File: config.mk
export PLATFORM = sky130hd
export DESIGN_NAME = rgn_xlate
export DESIGN_NICKNAME = d
export VERILOG_FILES = /design/src/rtl/rgn_pkg.sv /design/src/rtl/rgn_attr_dec.sv /design/src/rtl/rgn_table.sv /design/src/rtl/rgn_xlate.sv
export SDC_FILE = /design/constraint.sdc
export NUM_CORES = 1
export LEC_CHECK = 0
export CORE_ASPECT_RATIO = 0.75
export CORE_UTILIZATION = 57
export DETAILED_ROUTE_END_ITERATION = 10
export GPL_ROUTABILITY_DRIVEN = 0
export HOLD_SLACK_MARGIN = 0.02
export PLACE_DENSITY = 0.88
export SYNTH_ARGS = -nofsm -noshare
export SYNTH_HDL_FRONTEND = slang
export SYNTH_SLANG_ARGS = --single-unit
File: constraint.sdc
create_clock -name clk -period 6.1 [get_ports clk]
set_input_delay 0.61 -clock clk [delete_from_list [all_inputs] [get_ports clk]]
set_output_delay 0.61 -clock clk [all_outputs]
set_load 0.05 [all_outputs]
File: src/rtl/rgn_pkg.sv
package rgn_pkg;
  typedef enum logic [1:0] {ACC_RD = 2'd0, ACC_WR = 2'd1, ACC_EX = 2'd2, ACC_RSV = 2'd3} acc_e;
  typedef enum logic [2:0] {CM_NONE = 3'd0, CM_UNCACHED = 3'd1, CM_WTHRU = 3'd2,
                            CM_WBACK = 3'd3, CM_ISOL = 3'd4} cmode_e;
  typedef enum logic [1:0] {FLT_NONE = 2'd0, FLT_FETCH = 2'd1, FLT_LOAD = 2'd2,
                            FLT_STORE = 2'd3} flt_e;
  typedef struct packed {
    logic r;
    logic w;
    logic x;
  } rights_t;
endpackage

File: src/rtl/rgn_attr_dec.sv
module rgn_attr_dec
  import rgn_pkg::*;
(
  input  logic [3:0] code,
  input  logic       alt,
  output rights_t    rts,
  output cmode_e     cm
);
  always_comb begin
    rts = '0;
    cm  = CM_NONE;
    unique case (code)
      4'd0:  begin rts = '{1'b1, 1'b1, 1'b0}; cm = CM_WTHRU;    end
      4'd1:  begin rts = '{1'b1, 1'b1, 1'b1}; cm = CM_WTHRU;    end
      4'd2:  begin rts = '{1'b1, 1'b1, 1'b1}; cm = CM_UNCACHED; end
      4'd3:  begin rts = '{1'b0, 1'b0, 1'b1}; cm = CM_WBACK;    end
      4'd4:  begin rts = '{1'b1, 1'b1, 1'b1}; cm = CM_WBACK;    end
      4'd5:  if (!alt) begin rts = '{1'b1, 1'b1, 1'b1}; cm = CM_WBACK; end
      4'd14: begin rts = '{1'b1, 1'b1, 1'b0}; cm = CM_ISOL;     end
      default: begin rts = '0; cm = CM_NONE; end
    endcase
  end

  // an isolate page never grants execute; no cache mode means no rights
  always_comb begin
    a_r3_isolate_no_exec: assert (cm != CM_ISOL || !rts.x);
    a_r3_none_means_empty: assert ((cm == CM_NONE) == (rts == '0));
    // code 5 is empty in the alternate decode
    a_r6_alt_code5_empty: assert (!(alt && code == 4'd5) || rts == '0);
  end
endmodule

File: src/rtl/rgn_table.sv
module rgn_table #(
  parameter int IDX_W    = 3,
  parameter int ATTR_W   = 4,
  parameter logic [ATTR_W-1:0] RST_ATTR = 4'd2
) (
  input  logic              clk,
  input  logic              rst,
  input  logic              we,
  input  logic [IDX_W-1:0]  widx,
  input  logic [IDX_W-1:0]  wbase,
  input  logic [ATTR_W-1:0] wattr,
  input  logic [IDX_W-1:0]  ridx,
  output logic [IDX_W-1:0]  rbase,
  output logic [ATTR_W-1:0] rattr
);
  localparam int NREG = 1 << IDX_W;

  logic [IDX_W-1:0]  base_q [NREG];
  logic [ATTR_W-1:0] attr_q [NREG];

  always_ff @(posedge clk) begin
    if (rst) begin
      for (int i = 0; i < NREG; i++) begin
        base_q[i] <= IDX_W'(i);
        attr_q[i] <= RST_ATTR;
      end
    end else if (we) begin
      base_q[widx] <= wbase;
      attr_q[widx] <= wattr;
    end
  end

  assign rbase = base_q[ridx];
  assign rattr = attr_q[ridx];
endmodule

File: src/rtl/rgn_xlate.sv
module rgn_xlate
  import rgn_pkg::*;
#(
  parameter int ADDR_W = 32,
  parameter int IDX_W  = 3
) (
  input  logic                        clk,
  input  logic                        rst,
  input  logic                        wr_en,
  input  logic                        wr_side,
  input  logic [IDX_W-1:0]            wr_idx,
  input  logic [IDX_W-1:0]            wr_base,
  input  logic [3:0]                  wr_attr,
  input  logic                        bypass_mode,
  input  logic [(1<<IDX_W)*4-1:0]     ca_word,
  input  logic                        req_valid,
  input  logic                        req_side,
  input  logic [1:0]                  req_acc,
  input  logic [ADDR_W-1:0]           req_addr,
  output logic                        rsp_valid,
  output logic [ADDR_W-1:0]           rsp_paddr,
  output logic [2:0]                  rsp_rights,
  output logic [2:0]                  rsp_cache,
  output logic [1:0]                  rsp_cause
);
  localparam int ATTR_W = 4;
  localparam int NREG   = 1 << IDX_W;
  localparam int OFS_W  = ADDR_W - IDX_W;
  localparam int CA_W   = NREG * ATTR_W;
  localparam int NSIDE  = 2;

  logic [IDX_W-1:0]  idx;
  logic [IDX_W-1:0]  tab_base [NSIDE];
  logic [ATTR_W-1:0] tab_attr [NSIDE];

  assign idx = req_addr[ADDR_W-1 -: IDX_W];

  // one table per side, each with its own write enable
  for (genvar s = 0; s < NSIDE; s++) begin : g_side
    rgn_table #(.IDX_W(IDX_W), .ATTR_W(ATTR_W), .RST_ATTR(4'd2)) u_tab (
      .clk   (clk),
      .rst   (rst),
      .we    (wr_en && (wr_side == 1'(s))),
      .widx  (wr_idx),
      .wbase (wr_base),
      .wattr (wr_attr),
      .ridx  (idx),
      .rbase (tab_base[s]),
      .rattr (tab_attr[s])
    );
  end

  logic [CA_W-1:0]   ca_sh;
  logic [ATTR_W-1:0] code;
  logic [ADDR_W-1:0] paddr_d;
  rights_t           rts;
  cmode_e            cm;
  logic              granted;
  flt_e              cause_d;

  assign ca_sh = ca_word >> (ATTR_W * int'(idx));

  always_comb begin
    if (bypass_mode) begin
      code    = ca_sh[ATTR_W-1:0];
      paddr_d = req_addr;
    end else begin
      code    = tab_attr[req_side];
      paddr_d = {tab_base[req_side], req_addr[OFS_W-1:0]};
    end
  end

  rgn_attr_dec u_dec (
    .code (code),
    .alt  (bypass_mode),
    .rts  (rts),
    .cm   (cm)
  );

  always_comb begin
    unique case (acc_e'(req_acc))
      ACC_RD:  granted = rts.r;
      ACC_WR:  granted = rts.w;
      ACC_EX:  granted = rts.x;
      default: granted = 1'b0;
    endcase
    if (granted)                 cause_d = FLT_NONE;
    else if (!req_side)          cause_d = FLT_FETCH;
    else if (req_acc == ACC_WR)  cause_d = FLT_STORE;
    else                         cause_d = FLT_LOAD;
  end

  always_ff @(posedge clk) begin
    if (rst) begin
      rsp_valid  <= 1'b0;
      rsp_paddr  <= '0;
      rsp_rights <= '0;
      rsp_cache  <= '0;
      rsp_cause  <= '0;
    end else begin
      rsp_valid <= req_valid;
      if (req_valid) begin
        rsp_paddr  <= paddr_d;
        rsp_rights <= rts;
        rsp_cache  <= cm;
        rsp_cause  <= cause_d;
      end
    end
  end

  a_r7_valid_follows: assert property (@(posedge clk) disable iff (rst)
    req_valid |=> rsp_valid);
  a_r7_idle_no_valid: assert property (@(posedge clk) disable iff (rst)
    !req_valid |=> !rsp_valid);
  a_r7_fields_hold: assert property (@(posedge clk) disable iff (rst)
    !req_valid |=> $stable(rsp_paddr) && $stable(rsp_cause));
  a_r1_offset_passes: assert property (@(posedge clk) disable iff (rst)
    rsp_valid |-> rsp_paddr[OFS_W-1:0] == $past(req_addr[OFS_W-1:0]));
  a_r6_bypass_identity: assert property (@(posedge clk) disable iff (rst)
    rsp_valid && $past(bypass_mode) |-> rsp_paddr == $past(req_addr));
  a_r4_ok_has_right: assert property (@(posedge clk) disable iff (rst)
    rsp_valid && rsp_cause == 2'd0 |-> rsp_rights != 3'd0);
  a_r4_read_fault_no_r: assert property (@(posedge clk) disable iff (rst)
    rsp_valid && $past(req_acc) == 2'd0 && rsp_cause != 2'd0 |-> !rsp_rights[2]);
  a_r4_instr_fault_fetch: assert property (@(posedge clk) disable iff (rst)
    rsp_valid && !$past(req_side) && rsp_cause != 2'd0 |-> rsp_cause == 2'd1);
endmodule

==> run_results.csv, run 1 <==
group,metric,value,unit
floorplanning,die_h,99.1,um
sta,skew,0.00682,ns
sta,setup_viol,0,
pwr,switchingPower,670,uW
floorplanning,initial_core_util,58.4,%
finish,diodes,0,
placed_design,dpl.cell_count,793,
critical_path,critPathMaxFanout,21,
detailed_routing,first_iter_violations,711,
min_path,min_to,"rsp_cache[0]",
critical_path,cp_num_buf_inv,2,
clock_network,root_buffer,"clkbuf_16",
placed_design,dp_hpwl,12000,um
pwr,intPower,1930,uW
placed_design,post-place-ws,2.28,ns
finish,syn_to_final_growth,25.9,%
min_path,whs_path_depth,2,
sta,slew_headroom,19.8,%
detailed_routing,via_count,4991,
synth,synth-async-reset-ratio,0,%
synth,synth_flop_cell,"edfxtp_1",
clock_network,clkTransAtPathRegs,0.06,ns
detailed_routing,first_pass_iters,9,
run_status,status,"finished with violations",
clock_network,cts_resized,0,
pwr,combPwrFrac,13.6,%
synth,synthTopCellsByArea,"edfxtp_1 (47%), dfxtp_1 (11%), mux4_2 (7.5%), and2_1 (6.4%), mux2i_1 (6.3%)",
critical_path,reg2reg_from,"g_side[0].u_tab.attr_q[6][0]",
pwr,powerDensity,288,mW/mm^2
clock_network,cts_tree,"done",
pwr,ir_drop,0.000217,V
synth,synth_nets,621,
sta,worst_slew_pin_slew,1.19,ns
run_status,violations,"design-rule violations",
critical_path,worstPathCellList,"clkdlybuf4s50_1 > buf_4 > mux4_2 > o2111ai_1 > o211ai_1 > mux2_2 > nor3_2 > o211ai_1",
synth,yosys_register_bits,152,
critical_path,cp_top_family,"buffers and inverters",
clock_network,clk_latency,0.42,ns
sta,setup-tns-final,0,ns
detailed_routing,wl_per_cell,21.2,um
clock_network,clock-sinks,152,
pwr,netSwitchingFraction,25.8,%
floorplanning,pin_count,124,
detailed_routing,drt_wl_total,17500,um
sta,finalMaxSlewViolations,0,
min_path,worstHoldStart,"rsp_cache[0]",
critical_path,worstSetupPathType,"in -> reg",
pwr,p_leak,0.00325,uW
critical_path,crit_slowest_cell,"clkdlybuf4s50_1",
clock_network,postCtsSetupBuffers,0,
placed_design,port_buffers,123,
synth,synth_top_area_share,47.0,%
critical_path,cpMostUsedCell,"o211ai_1",
sta,rsz0062_at_grt,"no",
synth,synthCells,538,
synth,synth_commonest_cells,"edfxtp_1 (112), and2_1 (73), nor2_1 (54)",
min_path,hold_class,"reg -> reg",
finish,final_cells,825,
finish,layout-drive-gt1-share,13.5,%
critical_path,rrSetupSlack,3.81,ns
sta,finalHoldViolCount,0,
pwr,seq_power_share,45.9,%
job,drv_cap,0,
synth,yosys_warnings,0,
sta,clock.fmax,0.290,GHz
critical_path,start_kind,"primary input",
synth,synth-seq-area-share,58.1,%
critical_path,rr_worst_depth,7,
sta,fin_crit_sh,56.5,%
synth,ys_types,46,
critical_path,arrival,3.73,ns
global_routing,grt_usage,28.1,%
clock_network,cts_inserted_buffers,17,
synth,syn_area,0.00716,sq mm
synth,synth_edf_count,112,
sta,fin_ws,2.66,ns
critical_path,timing.rr.end,"rsp_cause[1]",
synth,yosys.area.top_type,"edfxtp_1",
clock_network,htree_levels,4,
detailed_routing,via_per_inst,6.05,
synth,synth_area_per_cell,13.3,sq um
global_routing,grt-ovfl-total,0,
floorplanning,rows,35,
clock_network,cts_hold_buf,0,
detailed_routing,post-route-drc-count,2,
sta,fin_crit,3.44,ns
floorplanning,fp.coreArea,0.0123,sq mm
global_routing,grt_pass1_wl,27300,um
floorplanning,die-area,0.0130,sq mm
floorplanning,dieWidth,131,um
finish,fill_cells,777,
global_routing,antenna_found_initial,0,
critical_path,end_kind,"flip-flop",
critical_path,required,6.39,ns
clock_network,clockBufferDepth,2,
global_routing,grt_pass1_vias,4764,
detailed_routing,antenna_left,0,
finish,layout.nets,729,
synth,yosysMostFrequentCell,"edfxtp_1",
critical_path,cpPeakStageDelay,1.13,ns
pwr,clockPowerShare,40.5,%
global_routing,grt_max_degree,60,
flip-flops by register name, summed over array words and instances (netlist names):
| register | count |
|---|---|
| g_side.u_tab.attr_q | 64 |
| g_side.u_tab.base_q | 48 |
| rsp_cache | 3 |
| rsp_cause | 2 |
| rsp_paddr | 32 |
| rsp_rights | 2 |
| rsp_valid | 1 |
how the worst max path moves through the flow:
stage / start / depth (start not counted) / slack (ns) / to
finish: req_addr[30] / 8 / 2.66 / rsp_cause[1]
global route: req_addr[30] / 8 / 2.47 / rsp_rights[1]
floorplan: req_addr[30] / 8 / 3.48 / rsp_paddr[29]
global placement: req_addr[30] / 8 / 2.38 / rsp_rights[1]
detailed placement: req_addr[30] / 8 / 2.28 / rsp_cause[1]
CTS: req_addr[30] / 9 / 2.66 / rsp_cause[1]
layout by cell type (no fill, tap or decap), types with 5 or more instances in the layout:
cell type / Yosys / layout
and2_1: 73 / 73
clkbuf_16: 0 / 20
clkdlybuf4s50_1: 0 / 120
dfxtp_1: 40 / 40
edfxtp_1: 112 / 112
mux2_2: 5 / 5
mux2i_1: 45 / 45
mux4_1: 7 / 7
mux4_2: 24 / 24
nand2_1: 12 / 12
nand2b_1: 13 / 13
nand3_1: 7 / 7
nor2_1: 54 / 54
nor2b_1: 6 / 6
nor3_1: 5 / 5
o21ai_0: 6 / 6
or2_2: 16 / 16
or3_1: 35 / 35
power by group through the flow:
stage / clock network (uW) / logic (uW) / registers (uW)
finish: 1050 / 354 / 1190
global route: 1100 / 373 / 1200
CTS: 1060 / 352 / 1190
detailed placement: 0 / 349 / 1210
global placement: 0 / 341 / 1210
floorplan: 0 / 160 / 1260
routing by layer:
metal  vias to the layer above  track usage [%]  wire [um]
li1                       2207                -          -
met5                         -                0          0
met4                         0             7.07        223
met2                       345             43.2       8010
met3                        30             7.41       2030
met1                      2409             39.9       7270
stage by stage:
stage | hold slack, ns | power (uW) | utilization, % | instance area [sq um]
floorplan | 0.689 | 1420 | - | 7160
global placement | 0.465 | 1550 | 68.6 | 8410
detailed placement | 0.464 | 1560 | 68.6 | 8410
CTS | 0.469 | 2600 | 73.5 | 9020
global route | 0.485 | 2670 | 73.5 | 9020
finish | 0.475 | 2600 | 73.5 | 9020
final cells by class:
class                           instances  area, sq um  share of cell area, %
Inverter                                3         11.3                  0.125
Sequential cell                       152         4160                   46.2
Tap cell                              166          208                   2.30
Multi-Input combinational cell        345         2780                   30.9
Timing Repair Buffer                  127         1250                   13.8
Clock buffer                           20          500                   5.55
Clock inverter                         12          103                   1.14
kinds of logic after synthesis:
kind of cell / count (synthesis) / synth area share (%)
buffers and inverters: 41 / 2.99
and+or+nand+nor: 236 / 18.6
AOI/OAI and AO/OA: 28 / 3.13
muxes: 81 / 17.2
DFF: 152 / 58.1
tightest hold or removal path: stages (launching register included):
cell	delay, ns
dfxtp_1	0.32
nand2_1	0.06
a21oi_1	0.05
(Power assumes the default switching activity.)
==> run 2: changes to the inputs <==
--- a/config.mk
+++ b/config.mk
@@ -6,11 +6,11 @@
 export NUM_CORES = 1
 export LEC_CHECK = 0
 export CORE_ASPECT_RATIO = 0.75
-export CORE_UTILIZATION = 57
+export CORE_UTILIZATION = 53
 export DETAILED_ROUTE_END_ITERATION = 10
 export GPL_ROUTABILITY_DRIVEN = 0
 export HOLD_SLACK_MARGIN = 0.02
-export PLACE_DENSITY = 0.88
+export PLACE_DENSITY = 0.83
 export SYNTH_ARGS = -nofsm -noshare
 export SYNTH_HDL_FRONTEND = slang
 export SYNTH_SLANG_ARGS = --single-unit
==> constraint.sdc (replaced) <==
create_clock -name clk -period 3.6 [get_ports clk]
set_input_delay 0.36 -clock clk [delete_from_list [all_inputs] [get_ports clk]]
set_output_delay 0.36 -clock clk [all_outputs]
set_load 0.05 [all_outputs]
==> run_results.csv, run 2 (same netlist as run 1, synthesis figures left out) <==
group,metric,value,unit
critical_path,start_kind,"primary input",
min_path,whs_path_depth,3,
clock_network,htree_levels,4,
sta,skew,0.00810,ns
min_path,min_to,"rsp_valid",
floorplanning,dieWidth,136,um
placed_design,port_buffers,123,
detailed_routing,wl_per_cell,20.5,um
floorplanning,die_h,103,um
clock_network,clockBufferDepth,2,
clock_network,root_buffer,"clkbuf_16",
finish,top_register,"g_side.u_tab.attr_q",
critical_path,critPathMaxFanout,28,
clock_network,clk_latency,0.42,ns
pwr,powerDensity,473,mW/mm^2
global_routing,grt_max_degree,58,
sta,setup-tns-final,0,ns
clock_network,cts_tree,"done",
critical_path,arrival,3.08,ns
global_routing,grt_pass1_wl,26200,um
global_routing,grt-ovfl-total,0,
finish,syn_to_final_growth,26.7,%
clock_network,cts_hold_buf,0,
critical_path,reg2reg_from,"g_side[0].u_tab.attr_q[6][0]",
critical_path,required,3.94,ns
sta,worst_slew_pin_slew,0.774,ns
global_routing,grt_pass1_vias,4871,
critical_path,rr_worst_depth,6,
sta,finalHoldViolCount,0,
floorplanning,fp.coreArea,0.0131,sq mm
floorplanning,pin_count,124,
global_routing,grt_usage,25.9,%
detailed_routing,post-route-drc-count,0,
min_path,worstHoldStart,"req_valid",
floorplanning,die-area,0.0140,sq mm
sta,slew_headroom,48.2,%
critical_path,timing.rr.end,"rsp_rights[1]",
job,drv_cap,0,
clock_network,postCtsSetupBuffers,0,
global_routing,antenna_found_initial,1,
detailed_routing,drt_wl_total,17200,um
detailed_routing,antenna_left,0,
detailed_routing,first_iter_violations,512,
sta,clock.fmax,0.365,GHz
floorplanning,rows,36,
run_status,status,"finished clean",
critical_path,worstSetupPathType,"in -> reg",
pwr,total_power,4300,uW
min_path,hold_class,"in -> reg",
detailed_routing,via_per_inst,5.87,
finish,layout.nets,738,
detailed_routing,highest_layer,"met4",
sta,finalMaxSlewViolations,0,
placed_design,dp_hpwl,11900,um
detailed_routing,m1WireLength,7220,um
finish,largest_registers,"g_side.u_tab.attr_q x64, g_side.u_tab.base_q x48, rsp_paddr x32",
finish,layout-drive-gt1-share,14.2,%
pwr,p_leak,0.00329,uW
clock_network,cts_inserted_buffers,17,
finish,final_cell_mix,"clkdlybuf4s50_1 (120), edfxtp_1 (112), and2_1 (73), nor2_1 (54), mux2i_1 (45)",
finish,largest_reg_flops,64,
detailed_routing,first_pass_iters,5,
pwr,ir_drop,0.000369,V
critical_path,end_kind,"flip-flop",
clock_network,cts_resized,0,
critical_path,rrSetupSlack,1.26,ns
clock_network,clkTransAtPathRegs,0.05,ns
sta,rsz0062_at_grt,"no",
detailed_routing,met2_length,8080,um
detailed_routing,via_count,4933,
finish,final_common_cell,"clkdlybuf4s50_1",
finish,fill_cells,890,
detailed_routing,wl_met3,1770,um
sta,setup_viol,0,
floorplanning,initial_core_util,54.8,%
clock_network,clock-sinks,152,
sta,fin_crit_sh,76.1,%
sta,fin_crit,2.74,ns
[run 2: worst max-delay path by stage]
stage | startpoint | to
floorplan | req_addr[30] | rsp_paddr[29]
global placement | req_addr[30] | rsp_rights[1]
detailed placement | req_addr[30] | rsp_rights[1]
CTS | req_addr[30] | rsp_rights[1]
global route | req_addr[30] | rsp_rights[1]
finish | req_addr[30] | rsp_rights[1]
[run 2: area by class of cell]
type / count / area [sq um] / area share (%)
multi-input cells: 345 / 2780 / 30.7
inverters: 3 / 11.3 / 0.124
flip-flops and latches: 152 / 4160 / 45.9
repair buffers: 136 / 1340 / 14.8
clock buffers: 23 / 500 / 5.51
well taps: 171 / 214 / 2.36
clock inverters: 9 / 60.1 / 0.662
diodes: 1 / 2.50 / 0.0276
[run 2: critical path: stages]
cell and delay (ns):
clkdlybuf4s50_1 0.78, buf_12 0.26, mux4_2 0.52, mux2i_1 0.17, o211ai_1 0.24, nor3b_1 0.37, and4b_1 0.25, nor3_2 0.13
[run 2: power breakdown]
part,internal (uW),switching [uW],leakage (uW)
sequential,1980,40.6,0.00142
combinational,272,336,0.00159
clock,984,682,0.000283
[run 2: stage by stage]
step | utilization [%] | instance area, sq um | hold WS (ns) | cells | worst slack, ns
final | 69.5 | 9070 | 0.412 | 840 | 0.860
after global routing | 69.5 | 9070 | 0.451 | 839 | 0.702
after CTS | 69.5 | 9070 | 0.399 | 839 | 0.874
after detailed placement | 65.2 | 8510 | 0.469 | 807 | 0.489
after global placement | 65.2 | 8510 | 0.462 | 807 | 0.568
after floorplan | - | 7160 | 0.507 | 538 | 1.23
[run 2: metal layers]
metal / vias to the layer above / global-route usage, %
met2: 243 / 41.6
met3: 17 / 6.93
met4: 0 / 7.78
met1: 2443 / 34.7
met5: - / 0
li1: 2230 / -
